<file path="src/rtl/irq_rr_pkg.sv">
package irq_rr_pkg;

    localparam int unsigned NSRC_DEF = 32;
    localparam int unsigned DW_DEF   = 32;
    localparam int unsigned AW_DEF   = 10;

    // Word offsets inside the low page; order matches the software map.
    typedef enum logic [3:0] {
        W_NORM_STAT = 4'd0,
        W_FAST_STAT = 4'd1,
        W_RAW_STAT  = 4'd2,
        W_ROUTE     = 4'd3,
        W_EN_SET    = 4'd4,
        W_EN_CLR    = 4'd5,
        W_SW_SET    = 4'd6,
        W_SW_CLR    = 4'd7,
        W_LOCK      = 4'd8
    } word_e;

    // Identification block occupies the last eight words of a 1024-word page.
    localparam logic [9:0] ID_WORD_BASE = 10'h3F8;

    function automatic logic [7:0] ident_byte(input logic [2:0] idx);
        logic [7:0] b;
        unique case (idx)
            3'd0: b = 8'h90;
            3'd1: b = 8'h11;
            3'd2: b = 8'h04;
            3'd3: b = 8'h00;
            3'd4: b = 8'h0D;
            3'd5: b = 8'hF0;
            3'd6: b = 8'h05;
            3'd7: b = 8'hB1;
            default: b = 8'h00;
        endcase
        return b;
    endfunction

endpackage

</file>
<file path="src/rtl/irq_sync2.sv">
module irq_sync2 #(
    parameter int unsigned W = 32
) (
    input  logic         clk,
    input  logic         rst_n,
    input  logic [W-1:0] d,
    output logic [W-1:0] q
);

    logic [W-1:0] stage1_q;
    logic [W-1:0] stage2_q;

    for (genvar i = 0; i < W; i++) begin : g_bit
        always_ff @(posedge clk or negedge rst_n) begin
            if (!rst_n) begin
                stage1_q[i] <= 1'b0;
                stage2_q[i] <= 1'b0;
            end else begin
                stage1_q[i] <= d[i];
                stage2_q[i] <= stage1_q[i];
            end
        end
    end

    assign q = stage2_q;

endmodule

</file>
<file path="src/rtl/irq_setclr_reg.sv">
module irq_setclr_reg #(
    parameter int unsigned W = 32
) (
    input  logic         clk,
    input  logic         rst_n,
    input  logic         load_en,
    input  logic         set_en,
    input  logic         clr_en,
    input  logic [W-1:0] wdata,
    output logic [W-1:0] q
);

    logic [W-1:0] val_q;
    logic [W-1:0] val_d;

    always_comb begin
        val_d = val_q;
        if (load_en) begin
            val_d = wdata;
        end else if (set_en) begin
            val_d = val_q | wdata;
        end else if (clr_en) begin
            val_d = val_q & ~wdata;
        end
    end

    always_ff @(posedge clk or negedge rst_n) begin
        if (!rst_n) begin
            val_q <= '0;
        end else begin
            val_q <= val_d;
        end
    end

    assign q = val_q;

endmodule

</file>
<file path="src/rtl/irq_route_regs.sv">
module irq_route_regs
    import irq_rr_pkg::*;
#(
    parameter int unsigned NSRC = NSRC_DEF,
    parameter int unsigned DW   = DW_DEF,
    parameter int unsigned AW   = AW_DEF
) (
    input  logic            clk,
    input  logic            rst_n,
    input  logic [NSRC-1:0] hw_req,
    input  logic            bus_sel,
    input  logic            bus_wr,
    input  logic [AW-1:0]   bus_addr,
    input  logic [DW-1:0]   bus_wdata,
    output logic [DW-1:0]   rd_data,
    output logic            bus_err,
    output logic [NSRC-1:0] stat_raw,
    output logic [NSRC-1:0] stat_norm,
    output logic [NSRC-1:0] stat_fast,
    output logic            fast_req
);

    localparam int unsigned LOW_BITS = 4;
    localparam int unsigned ID_BITS  = 3;

    // ---------------- address decode ----------------
    logic        wr_stb;
    logic        rd_stb;
    logic        low_page;
    logic        id_page;
    word_e       word_sel;

    assign wr_stb   = bus_sel &  bus_wr;
    assign rd_stb   = bus_sel & ~bus_wr;
    assign low_page = (bus_addr[AW-1:LOW_BITS] == '0);
    assign id_page  = (bus_addr[AW-1:ID_BITS] == ID_WORD_BASE[AW-1:ID_BITS]);
    assign word_sel = word_e'(bus_addr[LOW_BITS-1:0]);

    logic wr_route, wr_en_set, wr_en_clr, wr_sw_set, wr_sw_clr, wr_lock;

    assign wr_route  = wr_stb & low_page & (word_sel == W_ROUTE);
    assign wr_en_set = wr_stb & low_page & (word_sel == W_EN_SET);
    assign wr_en_clr = wr_stb & low_page & (word_sel == W_EN_CLR);
    assign wr_sw_set = wr_stb & low_page & (word_sel == W_SW_SET);
    assign wr_sw_clr = wr_stb & low_page & (word_sel == W_SW_CLR);
    assign wr_lock   = wr_stb & low_page & (word_sel == W_LOCK);

    // ---------------- control state ----------------
    logic [NSRC-1:0] hw_sync;
    logic [NSRC-1:0] en_q;
    logic [NSRC-1:0] route_q;
    logic [NSRC-1:0] soft_q;
    logic            prot_q;

    irq_sync2 #(.W(NSRC)) u_sync (
        .clk   (clk),
        .rst_n (rst_n),
        .d     (hw_req),
        .q     (hw_sync)
    );

    irq_setclr_reg #(.W(NSRC)) u_enable (
        .clk     (clk),
        .rst_n   (rst_n),
        .load_en (1'b0),
        .set_en  (wr_en_set),
        .clr_en  (wr_en_clr),
        .wdata   (bus_wdata[NSRC-1:0]),
        .q       (en_q)
    );

    irq_setclr_reg #(.W(NSRC)) u_soft (
        .clk     (clk),
        .rst_n   (rst_n),
        .load_en (1'b0),
        .set_en  (wr_sw_set),
        .clr_en  (wr_sw_clr),
        .wdata   (bus_wdata[NSRC-1:0]),
        .q       (soft_q)
    );

    irq_setclr_reg #(.W(NSRC)) u_route (
        .clk     (clk),
        .rst_n   (rst_n),
        .load_en (wr_route),
        .set_en  (1'b0),
        .clr_en  (1'b0),
        .wdata   (bus_wdata[NSRC-1:0]),
        .q       (route_q)
    );

    always_ff @(posedge clk or negedge rst_n) begin
        if (!rst_n) begin
            prot_q <= 1'b0;
        end else if (wr_lock) begin
            prot_q <= bus_wdata[0];
        end
    end

    // ---------------- status words ----------------
    logic [NSRC-1:0] raw_w;

    assign raw_w     = hw_sync | soft_q;
    assign stat_raw  = raw_w;
    assign stat_norm = raw_w & en_q & ~route_q;
    assign stat_fast = raw_w & route_q;
    assign fast_req  = |(raw_w & route_q);

    // ---------------- read path ----------------
    logic [DW-1:0] rd_word;
    logic          rd_hit;

    always_comb begin
        rd_word = '0;
        rd_hit  = 1'b0;
        if (id_page) begin
            rd_hit      = 1'b1;
            rd_word[7:0] = ident_byte(bus_addr[ID_BITS-1:0]);
        end else if (low_page) begin
            rd_hit = 1'b1;
            case (word_sel)
                W_NORM_STAT: rd_word[NSRC-1:0] = stat_norm;
                W_FAST_STAT: rd_word[NSRC-1:0] = stat_fast;
                W_RAW_STAT:  rd_word[NSRC-1:0] = raw_w;
                W_ROUTE:     rd_word[NSRC-1:0] = route_q;
                W_EN_SET:    rd_word[NSRC-1:0] = en_q;
                W_SW_SET:    rd_word[NSRC-1:0] = soft_q;
                W_LOCK:      rd_word[0]        = prot_q;
                default:     rd_hit            = 1'b0;
            endcase
        end
    end

    logic [DW-1:0] rd_data_q;
    logic          err_q;

    always_ff @(posedge clk or negedge rst_n) begin
        if (!rst_n) begin
            rd_data_q <= '0;
            err_q     <= 1'b0;
        end else begin
            err_q <= rd_stb & ~rd_hit;
            if (rd_stb) begin
                rd_data_q <= rd_hit ? rd_word : '0;
            end
        end
    end

    assign rd_data = rd_data_q;
    assign bus_err = err_q;

endmodule

</file>
<file path="config.mk">
export PLATFORM = sky130hd
export DESIGN_NAME = irq_route_regs
export DESIGN_NICKNAME = d
export VERILOG_FILES = /design/src/rtl/irq_rr_pkg.sv /design/src/rtl/irq_sync2.sv /design/src/rtl/irq_setclr_reg.sv /design/src/rtl/irq_route_regs.sv
export SDC_FILE = /design/constraint.sdc
export NUM_CORES = 1
export LEC_CHECK = 0
export ABC_AREA = 1
export BUFFER_PORTS_ARGS = -buffer_cell sky130_fd_sc_hd__buf_2
export CORE_MARGIN = 2
export CORE_UTILIZATION = 49
export DETAILED_ROUTE_END_ITERATION = 12
export PLACE_DENSITY = 0.78
export SLEW_MARGIN = 40
export SYNTH_ARGS = -nofsm -noshare
export SYNTH_HDL_FRONTEND = slang
export SYNTH_SLANG_ARGS = --single-unit
</file>
<file path="constraint.sdc">
create_clock -name clk -period 1.3 [get_ports clk]
set_input_delay 0.26 -clock clk [delete_from_list [all_inputs] [get_ports clk]]
set_output_delay 0.26 -clock clk [all_outputs]
set_load 0.005 [all_outputs]
</file>
==> results of run 1 <==
[stage by stage]
stage,setup WS (ns),util [%]
floorplan,-0.05099,-
global placement,-0.3993,64.38
detailed placement,-0.4215,64.38
CTS,-0.7487,77.22
global route,-0.8619,81.55
finish,-0.8237,81.55
[worst max-delay path: stages (launching register included)]
cell,delay [ns]
dfrtp_1,0.41
inv_2,0.10
nand2_4,0.07
nand2_4,0.08
nand2_4,0.06
nor3_4,0.19
nand2_2,0.12
nor3_2,0.17
nand2_1,0.09
buf_2,0.13
[timing repair]
item / CTS / global route
hold buffers: 33 / 0
setup buffers: 80 / 70
gates resized for setup: 323 / 254
endpoints found under the hold margin: 63 / 0
cloned: 0 / 3
setup endpoints to repair: 106 / 132
pin swaps: 52 / 108
[power by group through the flow]
| stage | logic [uW] | clock network, uW | registers (uW) |
|---|---|---|---|
| global route | 1400 | 5350 | 6280 |
| global placement | 963 | 0 | 6350 |
| floorplan | 372 | 0 | 6340 |
| finish | 1320 | 5130 | 6270 |
| detailed placement | 980 | 0 | 6360 |
| CTS | 1160 | 5030 | 6250 |
[cells by family after synthesis]
kind of cell	after synthesis	share of synthesized area, %
compound gates	216	12.30
buf+inv	260	10.95
flops	194	51.93
simple gates	569	24.82
[layer usage]
layer  wire [um]  vias to the layer above  GRT usage [%]
met3        4095                      294          7.402
met5           0                        -              0
met1       13850                     5261          41.06
met4        2833                        0          22.58
li1            -                     4724              -
met2       19420                      914          56.98
[synthesized netlist by cell type]
| cell type | n | area, um^2 |
|---|---|---|
| a211oi_1 | 1 | 7.510 |
| a21oi_1 | 11 | 55.05 |
| a22oi_1 | 22 | 165.2 |
| buf_2 | 17 | 85.08 |
| buf_4 | 3 | 22.52 |
| buf_6 | 2 | 22.52 |
| clkbuf_1 | 21 | 78.83 |
| dfrtp_1 | 194 | 4855 |
| inv_1 | 214 | 803.3 |
| inv_2 | 3 | 11.26 |
| nand2_1 | 369 | 1385 |
| nand2_2 | 1 | 6.260 |
| nand3_1 | 46 | 230.2 |
| nand3_2 | 1 | 10.01 |
| nand4_1 | 6 | 37.54 |
| nor2_1 | 113 | 424.2 |
| nor2_2 | 5 | 31.28 |
| nor2_4 | 2 | 22.52 |
| nor3_1 | 8 | 40.04 |
| nor3_4 | 2 | 32.53 |
| o21ai_0 | 155 | 775.7 |
| o21ai_1 | 19 | 95.09 |
| o21bai_1 | 1 | 7.510 |
| o22ai_1 | 7 | 43.79 |
| or2_2 | 16 | 100.1 |
[path summary, 6_finish.rpt]
path                                         start                          to  slack [ns]
worst max-delay path                     flip-flop                    fast_req       -0.82
worst min-delay path                 bus_wdata[14]                   flip-flop        0.12
worst max register to register           flip-flop                 rd_data[21]       -0.31
worst min register to register  u_sync.stage1_q[2]                 u_sync.q[2]        0.35
max in group asynchronous                    rst_n  asynchronous set/reset pin        0.44
min in group asynchronous                    rst_n                 u_sync.q[6]        0.31
[area by class of cell]
type,count,share of cell area (%)
timing repair buffer,474,27.99
clock inverter,8,0.5331
multi-input combinational,785,28.83
antenna,1,0.01640
sequential,194,31.83
inverter,217,5.881
clock buffer,23,3.002
tap,234,1.919
==> results.py, run 1 <==
metrics = {
    "logic_synthesis": {
        "yosysSeqAreaShare_pct": 51.93,
        "synth.cell_area_um2": 9348,
        "ys_warn_count": 0,
        "synth-seq-cells": 194,
        "syn_inst": 1239,
        "ys_types": 25,
        "syn-mean-instance-area_um2": 7.545,
        "synth.net_count": 1317,
    },
    "routing": {
        "drtPass1Iterations": 6,
        "drc": 0,
        "viasPerCell": 5.782,
        "drtIter0Drc": 1091,
        "ant_nets": 0,
        "drt-wirelength-per-cell_um": 20.77,
        "wl_um": 40200,
        "via_count": 11190,
    },
    "global_route": {
        "grt_pass1_vias": 11080,
        "grt_use_total_pct": 34.58,
        "grt_pass1_wl_um": 54320,
        "antenna_found_initial": 1,
        "grt_max_degree": 41,
        "overflow": 0,
    },
    "timing": {
        "finalCritPeriodShare_pct": 163.4,
        "fin_ws_ns": -0.8237,
        "period_needed_ns": 2.124,
        "slew_headroom_pct": 66.68,
        "fin_worst_skew_ns": 0.01326,
        "rsz0062_at_grt": "true",
        "holdWs_ns": 0.1240,
        "finalSetupTns_ns": -38.08,
        "setup_viol": 152,
        "hold_violations": 0,
        "tightestPinTransition_ns": 0.4998,
        "drv_slew": 0,
        "fmax_mhz": 470.9,
    },
    "layout": {
        "mostFrequentLayoutCell": "nand2_1",
        "fillers": 945,
        "layout.cells.non_filler": 1936,
        "ff_latch_area_um2": 4856,
        "drive_above_1_share_pct": 43.97,
        "most-common-layout-cells": "310 x nand2_1, 193 x dfrtp_1, 173 x buf_6",
        "final_cell_area_um2": 15250,
        "areaGrowthSynthToFinish_pct": 63.19,
        "layout.nets": 1767,
        "multiInputGateArea_um2": 4398,
    },
    "worst_setup_path": {
        "ff2ff_path_depth": 11,
        "critPathKind": "flip-flop to primary output",
        "start_kind": "flip-flop",
        "worstPathRequired_ns": 1.04,
        "worstPathArrival_ns": 1.86,
        "crit_path_end_kind": "primary output",
        "worst-path-max-fanout": 3,
    },
    "die": {
        "core_area_um2": 18710,
        "ioPinCount": 208,
        "dieArea_um2": 20200,
        "die_w_um": 142.1,
        "core.rowCount": 50,
        "die_h_um": 142.1,
        "start_util_pct": 49.97,
    },
    "clock_network": {
        "numCtsBuffers": 17,
        "cts_sinks": 194,
        "clkSlewWorstSetupHoldPaths_ns": 0.08,
        "htree_levels": 4,
        "insertion_delay_ns": 0.45,
        "clockBufferDepth": 2,
        "tritoncts": "yes",
        "root_buffer": "clkbuf_16",
    },
    "power_and_ir_drop": {
        "power_density_nw_per_um2": 834.1,
        "power_frac_comb_pct": 10.4,
        "clkPwrFrac_pct": 40.3,
        "p_seq_share_pct": 49.3,
        "p_int_uw": 9417,
        "ir_worst_vdd_mv": 0.8257,
        "p_leak_uw": 0.007980,
        "switching_power_uw": 3307,
        "power_uw": 12720,
        "switching_share_pct": 25.99,
    },
    "run_status": {
        "violations": "negative setup slack",
        "outcome": "complete, but fails checks",
    },
    "placed_design": {
        "port_buffers": 207,
        "placed_area_um2": 12040,
        "place_inst": 1805,
        "place.gp.congestion": 0.8685,
        "hpwl_um": 20160,
    },
    "min_path": {
        "holdCritPathClass": "input pin to flip-flop",
        "min_path_cells": 3,
    },
    "job": {
        "drv_cap": 0,
    },
}
Note: power is estimated with default switching activity, not from simulation.
==> run 2, diff against run 1 <==
Settings changed: CORE_UTILIZATION 49 to 50, PLACE_DENSITY 0.78 to 0.73, SYNTH_HIERARCHICAL set to 1.
==> run 2 against run 1 <==
Against the previous run:
- the flow still finishes with violations (negative setup slack)
- combinational power rose to 4.0 times the previous value
- first-iteration DRC count up 71%
- sequential share of layout area decreased by 3.3 points
- fmax decreased by 9.1%
- sequential cell count unchanged
- register-to-register slack worse by 0.36 ns
- largest cell class is now multi-input combinational cells
- critical path type unchanged
- clock skew down 0.00070 ns
- critical endpoint unchanged
- synthesized cell count increased by 16%
- non-clock buffer count is 64 higher
- area after synthesis increased by 9.3%
- global-route usage rose by 0.59 points
- highest routed layer unchanged
- via count up 16%
==> results.py, run 2 <==
metrics = {
    "timing": {
        "period_needed_ns": 2.337,
        "holdWs_ns": 0.08120,
        "fin_worst_skew_ns": 0.01256,
        "fmax_mhz": 428.0,
        "drv_slew": 0,
        "rsz0062_at_grt": "true",
        "hold_violations": 0,
        "setup_viol": 221,
        "fin_ws_ns": -1.037,
        "finalCritPeriodShare_pct": 179.7,
        "finalSetupTns_ns": -47.82,
    },
    "power_and_ir_drop": {
        "power_density_nw_per_um2": 1020,
        "clkPwrFrac_pct": 30.0,
        "switching_power_uw": 5630,
        "power_frac_comb_pct": 30.2,
        "p_leak_uw": 0.009140,
        "p_int_uw": 11710,
        "switching_share_pct": 32.47,
        "p_seq_share_pct": 39.7,
        "ir_worst_vdd_mv": 0.8551,
    },
    "logic_synthesis": {
        "syn_inst": 1435,
        "synth_edf_count": 0,
        "synthTopCellsByArea": "dfrtp_1 48%, nand2_1 24%, or2_1 5.3%, inv_1 5.0%, nor2_1 4.5%",
        "synth_top_area_share_pct": 47.50,
        "yosysMostFrequentCell": "nand2_1",
        "synth-seq-cells": 194,
        "synth.cell_area_um2": 10220,
        "ys_warn_count": 6,
        "synth_area_leader_cell": "dfrtp_1",
        "async_reset_ff_share_pct": 100.0,
        "ys_types": 26,
        "syn-mean-instance-area_um2": 7.122,
        "synthFlopType": "dfrtp_1",
        "yosysSeqAreaShare_pct": 47.50,
        "ys_top_cells_by_count": "666 x nand2_1, 194 x dfrtp_1, 136 x inv_1",
    },
    "run_status": {
        "outcome": "complete, but fails checks",
        "violations": "negative setup slack",
    },
    "global_route": {
        "antenna_found_initial": 4,
        "overflow": 0,
        "use_met2_pct": 57.68,
        "grt_pass1_wl_um": 58940,
        "met3_usage_pct": 6.708,
        "use_met1_pct": 44.38,
        "grt_pass1_vias": 11490,
        "grt-busiest-layer": "met2",
        "grt_max_degree": 44,
        "grt_use_total_pct": 35.16,
    },
    "clock_network": {
        "clockBufferDepth": 2,
        "tritoncts": "yes",
        "root_buffer": "clkbuf_16",
        "htree_levels": 4,
        "insertion_delay_ns": 0.45,
        "cts_sinks": 194,
        "numCtsBuffers": 17,
        "clkSlewWorstSetupHoldPaths_ns": 0.08,
    },
    "die": {
        "die_h_um": 147.0,
        "dieArea_um2": 21600,
        "start_util_pct": 50.67,
        "core.rowCount": 52,
        "ioPinCount": 208,
        "core_area_um2": 20170,
        "die_w_um": 147.0,
    },
    "worst_setup_path": {
        "worstPathArrival_ns": 2.08,
        "worst-path-max-fanout": 2,
        "worstPathRequired_ns": 1.04,
        "crit_path_end_kind": "primary output",
        "r2r_setup_slack_ns": -0.67,
        "crit_slowest_cell": "dfrtp_1",
        "critPathKind": "flip-flop to primary output",
        "critical_path.cell_chain": "or2_4, nand2_4, nand4_1, or2_4, nor2_4, nand2_2, buf_6",
        "cp_common_cell": "or2_4",
        "start_kind": "flip-flop",
        "slowest_delay_ns": 0.39,
    },
    "layout": {
        "fin_util_pct": 84.31,
        "drive_above_1_share_pct": 44.64,
        "most-common-layout-cells": "536 x nand2_1, 194 x dfrtp_1, 178 x buf_4",
        "areaGrowthSynthToFinish_pct": 66.39,
        "mostFrequentLayoutCell": "nand2_1",
        "layout.nets": 2032,
    },
    "routing": {
        "wl_um": 48200,
        "drt-wirelength-per-cell_um": 21.51,
        "drc": 0,
        "viasPerCell": 5.818,
        "via_count": 13040,
        "ant_nets": 0,
        "drtIter0Drc": 1861,
        "drtPass1Iterations": 9,
    },
    "job": {
        "drv_cap": 0,
    },
    "placed_design": {
        "port_buffers": 207,
        "hpwl_um": 24050,
        "place.gp.congestion": 0.8989,
        "place_ws_ns": -0.5562,
    },
    "min_path": {
        "holdCritPathClass": "input pin to flip-flop",
    },
}
[run 2: power by group through the flow]
stage               sequential [uW]  clock (uW)  combinational (uW)
detailed placement             6840           0                3190
finish                         6890        5210                5240
CTS                            6790        5140                4060
floorplan                      6810           0                1380
global route                   6920        5430                5480
global placement               6830           0                3120
[run 2: worst paths after layout]
check | start | endpoint | cells after the start
max | flip-flop | fast_req | 7
min | bus_wdata[19] | flip-flop | 3
max reg2reg | u_sync/q[17] | rd_data[17] | 10
min reg2reg | u_sync/stage1_q[25] | u_sync/q[25] | 0
max in group asynchronous | rst_n | asynchronous set/reset pin | 3
min in group asynchronous | rst_n | u_sync/stage1_q[19] | 2
[run 2: logic make-up after synthesis]
logic type	count (synthesis)	share of synthesized area [%]
AO/OA/AOI/OAI	59	3.098
buffers and inverters	188	8.521
flip-flops	194	47.50
other	1	0.03669
AND/OR/NAND/NOR	993	40.84
[run 2: repair_timing]
item	4_1_cts	5_1_grt
resized for setup	292	324
setup endpoints to repair	183	225
endpoints found under the hold margin	61	0
pin swaps	65	139
gates cloned	4	6
hold buffers	33	0
setup buffers	61	70
[run 2: routing by layer]
| layer | vias up | share of wire (%) |
|---|---|---|
| met5 | - | 0 |
| met4 | 0 | 8.1 |
| met3 | 414 | 14 |
| met2 | 1247 | 44 |
| met1 | 6010 | 34 |
| li1 | 5367 | - |
[run 2: layout make-up]
type                            count  area, um^2
Multi-Input combinational cell   1066        5752
Timing Repair Buffer              538        4918
Sequential cell                   194        4855
Fill cell                         986        3164
Inverter                          137       578.1
Clock buffer                       21       450.4
Tap cell                          270       337.8
Clock inverter                     11       103.9
Antenna cell                        4       10.01
[run 2: critical path, delay by kind of cell, from the launching register on]
| family | cells | cell delay [ns] |
|---|---|---|
| buffers and inverters | 1 | 0.13 |
| AND/OR/NAND/NOR | 6 | 1.11 |
| flip-flops | 1 | 0.39 |
[run 2: per-stage QoR]
stage	cells	cell area (um^2)	power, uW
6_report	2241	17010	17340
5_1_grt	2241	17010	17830
4_1_cts	2199	15550	15990
3_5_place_dp	2082	13230	10020
3_3_place_gp	2082	13230	9945
2_1_floorplan	1448	10360	8190
